$ cat src/rtl/dma2d_pkg.sv
package dma2d_pkg;

  typedef enum logic [1:0] {
    ESZ_BYTE  = 2'd0,
    ESZ_HALF  = 2'd1,
    ESZ_WORD  = 2'd2,
    ESZ_WORD2 = 2'd3
  } elem_size_e;

  // log2 of the element size in bytes
  function automatic logic [1:0] size_shift(input elem_size_e esz);
    case (esz)
      ESZ_BYTE: size_shift = 2'd0;
      ESZ_HALF: size_shift = 2'd1;
      default:  size_shift = 2'd2;
    endcase
  endfunction

endpackage

$ cat src/rtl/dma2d_step_scale.sv
module dma2d_step_scale
  import dma2d_pkg::*;
#(
  parameter int MOD_W  = 16,
  parameter int ADDR_W = 32
) (
  input  logic [MOD_W-1:0]  mod_elems,
  input  logic [1:0]        elem_size,
  output logic [ADDR_W-1:0] step_bytes
);
  localparam int EXT_W = ADDR_W - MOD_W;

  logic [ADDR_W-1:0] ext;

  always_comb begin
    ext        = {{EXT_W{mod_elems[MOD_W-1]}}, mod_elems};
    step_bytes = ext << size_shift(elem_size_e'(elem_size));
  end

endmodule

$ cat src/rtl/dma2d_down_cnt.sv
module dma2d_down_cnt #(
  parameter int CNT_W = 16
) (
  input  logic             clk,
  input  logic             rst,
  input  logic             load,
  input  logic [CNT_W-1:0] load_val,
  input  logic             dec,
  output logic             at_last
);
  localparam int CW = CNT_W + 1;

  logic [CW-1:0] cnt;

  always_ff @(posedge clk) begin
    if (rst)       cnt <= CW'(1);
    else if (load) cnt <= {(load_val == '0), load_val};   // zero means 2^CNT_W
    else if (dec)  cnt <= cnt - CW'(1);
  end

  assign at_last = (cnt == CW'(1));

  // the count never wraps through zero
  a_r9_no_wrap: assert property (@(posedge clk) disable iff (rst)
    (dec && !load) |-> !at_last);
  a_r9_nonzero: assert property (@(posedge clk) disable iff (rst)
    cnt != '0);

endmodule

$ cat src/rtl/dma2d_addr_gen.sv
module dma2d_addr_gen
  import dma2d_pkg::*;
#(
  parameter int ADDR_W = 32,
  parameter int CNT_W  = 16,
  parameter int MOD_W  = 16
) (
  input  logic              clk,
  input  logic              rst,
  input  logic              start,
  input  logic [ADDR_W-1:0] cfg_start_addr,
  input  logic [CNT_W-1:0]  cfg_x_count,
  input  logic [MOD_W-1:0]  cfg_x_mod,
  input  logic [CNT_W-1:0]  cfg_y_count,
  input  logic [MOD_W-1:0]  cfg_y_mod,
  input  logic              cfg_two_d,
  input  logic              cfg_circular,
  input  logic              cfg_row_irq,
  input  logic [1:0]        cfg_elem_size,
  input  logic              xfer_ack,
  output logic              addr_valid,
  output logic [ADDR_W-1:0] addr,
  output logic              done,
  output logic              irq
);

  // captured configuration
  logic [ADDR_W-1:0] base_q, xstep_q, ystep_q;
  logic [CNT_W-1:0]  xcnt_q, ycnt_q;
  logic              two_d_q, circ_q, rowirq_q;

  logic [ADDR_W-1:0] xstep_d, ystep_d;

  dma2d_step_scale #(.MOD_W(MOD_W), .ADDR_W(ADDR_W)) u_xscale (
    .mod_elems(cfg_x_mod), .elem_size(cfg_elem_size), .step_bytes(xstep_d));
  dma2d_step_scale #(.MOD_W(MOD_W), .ADDR_W(ADDR_W)) u_yscale (
    .mod_elems(cfg_y_mod), .elem_size(cfg_elem_size), .step_bytes(ystep_d));

  logic adv, x_last, y_last, buf_last;

  assign adv      = addr_valid && xfer_ack && !start;
  assign buf_last = x_last && (!two_d_q || y_last);

  dma2d_down_cnt #(.CNT_W(CNT_W)) u_xcnt (
    .clk(clk), .rst(rst),
    .load(start || (adv && x_last)),
    .load_val(start ? cfg_x_count : xcnt_q),
    .dec(adv && !x_last),
    .at_last(x_last));

  dma2d_down_cnt #(.CNT_W(CNT_W)) u_ycnt (
    .clk(clk), .rst(rst),
    .load(start || (adv && buf_last)),
    .load_val(start ? cfg_y_count : ycnt_q),
    .dec(adv && x_last && !buf_last),
    .at_last(y_last));

  always_ff @(posedge clk) begin
    if (rst) begin
      addr_valid <= 1'b0;
      done       <= 1'b0;
      irq        <= 1'b0;
      addr       <= '0;
      base_q     <= '0;
      xstep_q    <= '0;
      ystep_q    <= '0;
      xcnt_q     <= '0;
      ycnt_q     <= '0;
      two_d_q    <= 1'b0;
      circ_q     <= 1'b0;
      rowirq_q   <= 1'b0;
    end else if (start) begin
      addr_valid <= 1'b1;
      done       <= 1'b0;
      irq        <= 1'b0;
      addr       <= cfg_start_addr;
      base_q     <= cfg_start_addr;
      xstep_q    <= xstep_d;
      ystep_q    <= ystep_d;
      xcnt_q     <= cfg_x_count;
      ycnt_q     <= cfg_y_count;
      two_d_q    <= cfg_two_d;
      circ_q     <= cfg_circular;
      rowirq_q   <= cfg_row_irq;
    end else begin
      irq <= 1'b0;
      if (adv) begin
        if (buf_last) begin
          irq <= 1'b1;
          if (circ_q) begin
            addr <= base_q;
          end else begin
            addr_valid <= 1'b0;
            done       <= 1'b1;
          end
        end else if (x_last) begin
          addr <= addr + ystep_q;
          irq  <= rowirq_q;
        end else begin
          addr <= addr + xstep_q;
        end
      end
    end
  end

  // a start pulse presents the start address on the next clock
  a_r1_start_load: assert property (@(posedge clk) disable iff (rst)
    start |=> (addr_valid && !done && addr == $past(cfg_start_addr)));

  // without acceptance the presented address is held
  a_r2_hold: assert property (@(posedge clk) disable iff (rst)
    (addr_valid && !xfer_ack && !start) |=> (addr_valid && $stable(addr)));

  // finished and presenting an address are exclusive
  a_r6_done_excl: assert property (@(posedge clk) disable iff (rst)
    !(done && addr_valid));

  // an interrupt pulse always follows an accepted element
  a_r8_irq_cause: assert property (@(posedge clk) disable iff (rst)
    irq |-> $past(adv));

  // circular operation never drops the valid address
  a_r7_circ_keeps: assert property (@(posedge clk) disable iff (rst)
    (adv && circ_q) |=> addr_valid);

endmodule

$ cat config.mk
export PLATFORM = sky130hd
export DESIGN_NAME = dma2d_addr_gen
export DESIGN_NICKNAME = d
export VERILOG_FILES = /design/src/rtl/dma2d_pkg.sv /design/src/rtl/dma2d_step_scale.sv /design/src/rtl/dma2d_down_cnt.sv /design/src/rtl/dma2d_addr_gen.sv
export SDC_FILE = /design/constraint.sdc
export NUM_CORES = 1
export LEC_CHECK = 0
export CAP_MARGIN = 15
export CELL_PAD_IN_SITES_DETAIL_PLACEMENT = 1
export CELL_PAD_IN_SITES_GLOBAL_PLACEMENT = 1
export CORE_ASPECT_RATIO = 0.75
export CORE_MARGIN = 2
export CORE_UTILIZATION = 37
export DETAILED_ROUTE_END_ITERATION = 8
export PLACE_DENSITY = 0.73
export REMOVE_ABC_BUFFERS = 1
export SLEW_MARGIN = 20
export SYNTH_ARGS = -nofsm -noshare
export SYNTH_HDL_FRONTEND = slang
export SYNTH_SLANG_ARGS = --single-unit
export TNS_END_PERCENT = 5
$ cat constraint.sdc
create_clock -name clk -period 4.55 [get_ports clk]
set_input_delay 0.91 -clock clk [delete_from_list [all_inputs] [get_ports clk]]
set_output_delay 0.91 -clock clk [all_outputs]
set_load 0.01 [all_outputs]
==> impl_results.md <==
* Status: completed
* Slew @ Worst Pin at 1012 ps
* H-tree depth at 4
* Internal power at 3.094 mW
* Vias per Instance at 5.702
* FMAX at 227.5 MHz
* Final max-slew violation count at 0
* Worst Hold Slack at 453.6 ps
* Final WS setup at 154.6 ps
* Hold Crit Endpoint: ystep_q[0]$_SDFFE_PP0P_
* CTS clk-pin slew, worst paths at 70 ps
* Post-CTS Hold Buffers at 0
* Clock Latency Late Sink at 450 ps
* Slew Limit Headroom at 32.53%
* DP Worst Slack at -45.29 ps
* Overall Global Routing Usage at 24.34%
* Chip width at 196.1 um
* Area Growth Syn to Fin at 24.28%
* Count leader, synth: dfxtp_1
* Ratio of cells with drive above 1 in the final layout at 8.470%
* Total core area at 27070 um^2
* Critical R2R Capture: addr[16]$_SDFFE_PP0P_
* Post-synth top area share at 34.01%
* R2r setup slk at 150 ps
* CTS root buffer: clkbuf_16
* Seq/Total Area, Yosys at 34.01%
* Initial antenna violation count at 0
* Largest net degree at the start of global routing at 77
* Clock Path Buffers at 2
* TritonCTS clock tree: done
* Grt ovf at 0
* I/O Buffers at 139
* Routed via count at 10013
* Critical path class: register to register
* Final RePlAce weighted congestion at 0.9015
* Worst min path class: register to register
* Clock Power Share at 35.0%
* Net Switching at 1.534 mW
* Number of synthesis warnings at 0
* Num ports at 140
* Max-cap violation count at 0
* First-pass GRT wire length at 56330 um
* Final Non-Filler Cells at 1756
* Nets@finish at 1535
* Fillers at 3241
* Hold Path Origin: ystep_q[0]$_SDFFE_PP0P_
* Worst clock skew at 14.09 ps
* Most common library cells after synthesis: dfxtp_1, nor2_1, nand2_1, mux2i_1, o21ai_0
* Avg Cell Area, Syn at 8.020 um^2
* Diode count at 0
* CP Launch Type: register
* Final min period at 4395 ps
* Synthesis-stage register bit count at 174
* Worst-path maximum fanout at 17
* Routed WL at 34930 um
* Die span in y at 148.1 um
* Worst Reg-to-Reg Cells at 15
* Placed cell count at 1722
* RR Startpoint: u_xcnt.cnt[8]$_SDFFE_PP0P_
* DRT Pass-1 Iters at 5
* Post-synth EDFFs at 0
* Die area at 29040 um^2
* Post-Syn Instances at 1277
* Worst EP required at 4890 ps
* Top FF cell, synth: dfxtp_1
* FP Rows at 52
* Maximum vdd ir drop at 0.2745 mV
* Worst setup EP type: register
* Fin area at 12730 um^2
* Cell Pwr Density at 363.6 nW/um^2
* Register area at 3483 um^2
* TritonCTS Buffers at 17
* Count of cell types in the netlist at 76
* Vias in the first global route at 10196
* Mapped cell area at 10240 um^2
* Top area cells in the synthesized netlist: dfxtp_1, mux2i_1, nor2_1, nand2_1, o21ai_0
* Initial DRC count at 528
* Comb pwr share at 27.2%
* Clock sinks at 174
* Hpwl dp at 25150 um
* Flop pwr share at 37.8%
* Sw Ratio at 33.14%
* Yosys top cell by area: dfxtp_1
* Hold Violations, Final at 0
* Final period utilization at 96.60%
* Hold path depth at 2
* FFs w/ async S/R, synth at 0%
* Multi-input logic area at 6394 um^2
* Initial core utilization at 37.84%
* Post-DRT Antenna Nets at 0
* DP Area at 12030 um^2
* Arrival time at the worst endpoint at 4740 ps
* DR WL/cell at 19.89 um
* Final setup violation count at 0
* Leak pwr at 5.247 nW
* DRC at 0
-- per-stage QoR --
| stage | TNS (ps) | power (mW) | util [%] |
|---|---|---|---|
| after global placement | 0 | 2.981 | 44.46 |
| after CTS | 0 | 4.632 | 46.81 |
| after detailed placement | -45.29 | 3.008 | 44.46 |
| after global routing | -2.793 | 4.852 | 47.02 |
| final | 0 | 4.628 | 47.02 |
| after floorplan | -109610 | 2.445 | - |
-- sequential cells by signal, summed over array words and instances (netlist names) --
register	flops
xstep_q	19
circ_q	1
ystep_q	19
addr	32
ycnt_q	16
u_ycnt.cnt	17
xcnt_q	16
two_d_q	1
addr_valid	1
irq	1
u_xcnt.cnt	17
rowirq_q	1
base_q	32
done	1
-- area by class of cell --
type / instances / area share (%)
multi-input combinational: 997 / 50.24
sequential: 174 / 27.37
timing repair buffer: 179 / 13.30
clock buffer: 19 / 3.559
tap: 351 / 3.451
clock inverter: 13 / 1.406
inverter: 23 / 0.6783
-- worst max-delay path: stages, from the launching register on --
cell and delay (ps):
dfxtp_1 360, or3_4 430, or2_1 260, nor4_2 280, buf_4 200, buf_12 160
mux2_2 350, ha_1 330, nor2b_1 190, o31ai_1 290, a21oi_1 130, o21ai_0 470
a21oi_1 200, nor2_1 160, mux2i_1 110, o41ai_1 370
-- kinds of logic (layout without fill, tap and decap cells) --
kind of cell             Yosys count  in the layout  synth area share, %
multiplexers                     150            150                14.88
AND/OR/NAND/NOR                  451            451                19.76
flip-flops                       174            174                34.01
buffers and inverters            106            234                4.081
adder cells (fa/ha/maj)           38             38                4.716
AO/OA/AOI/OAI                    342            342                21.19
XOR/XNOR                          16             16                1.368
-- per-layer routing --
metal | vias up | wire length, um | part of all wire, % | GRT usage (%)
li1 | 4873 | - | - | -
met1 | 4929 | 17400 | 50 | 34.39
met2 | 184 | 15940 | 46 | 39.70
met3 | 27 | 1166 | 3.3 | 3.379
met4 | 0 | 429 | 1.2 | 5.189
met5 | - | 0 | 0 | 0
-- power by group through the flow --
stage / Combinational (mW) / Sequential, mW / Clock (mW)
after CTS: 1.24 / 1.75 / 1.64
after detailed placement: 1.23 / 1.78 / 0
after global placement: 1.20 / 1.78 / 0
after floorplan: 0.692 / 1.75 / 0
final: 1.26 / 1.75 / 1.62
after global routing: 1.39 / 1.76 / 1.70
-- cells in the final DEF, fill, tap and decap left out, types with 29 or more instances in the layout --
cell,instances
dfxtp_1,174
nor2_1,167
nand2_1,136
clkdlybuf4s50_1,135
mux2i_1,131
o21ai_0,92
a21oi_1,90
buf_4,40
ha_1,36
nand3_1,34
nor3_1,29
-- how the worst max path moves through the flow --
| stage | to | start | slack [ps] |
|---|---|---|---|
| 2_1_floorplan | addr[31]$_SDFFE_PP0P_ | u_xcnt.cnt[8]$_SDFFE_PP0P_ | -2610 |
| 3_3_place_gp | addr[31]$_SDFFE_PP0P_ | u_xcnt.cnt[8]$_SDFFE_PP0P_ | 80 |
| 3_5_place_dp | addr[31]$_SDFFE_PP0P_ | u_xcnt.cnt[8]$_SDFFE_PP0P_ | -50 |
| 4_1_cts | addr[30]$_SDFFE_PP0P_ | u_xcnt.cnt[8]$_SDFFE_PP0P_ | 30 |
| 5_1_grt | addr[19]$_SDFFE_PP0P_ | u_xcnt.cnt[8]$_SDFFE_PP0P_ | -3 |
| 6_report | addr[16]$_SDFFE_PP0P_ | u_xcnt.cnt[8]$_SDFFE_PP0P_ | 150 |
-- what timing repair did --
| item | in CTS | in global routing |
|---|---|---|
| gates resized for setup | 2 | 17 |
| pin swaps | 0 | 1 |
| endpoints found under the setup margin | 1 | 13 |
| setup buffers | 0 | 2 |
No activity file was read; power rests on OpenSTA's default activity.
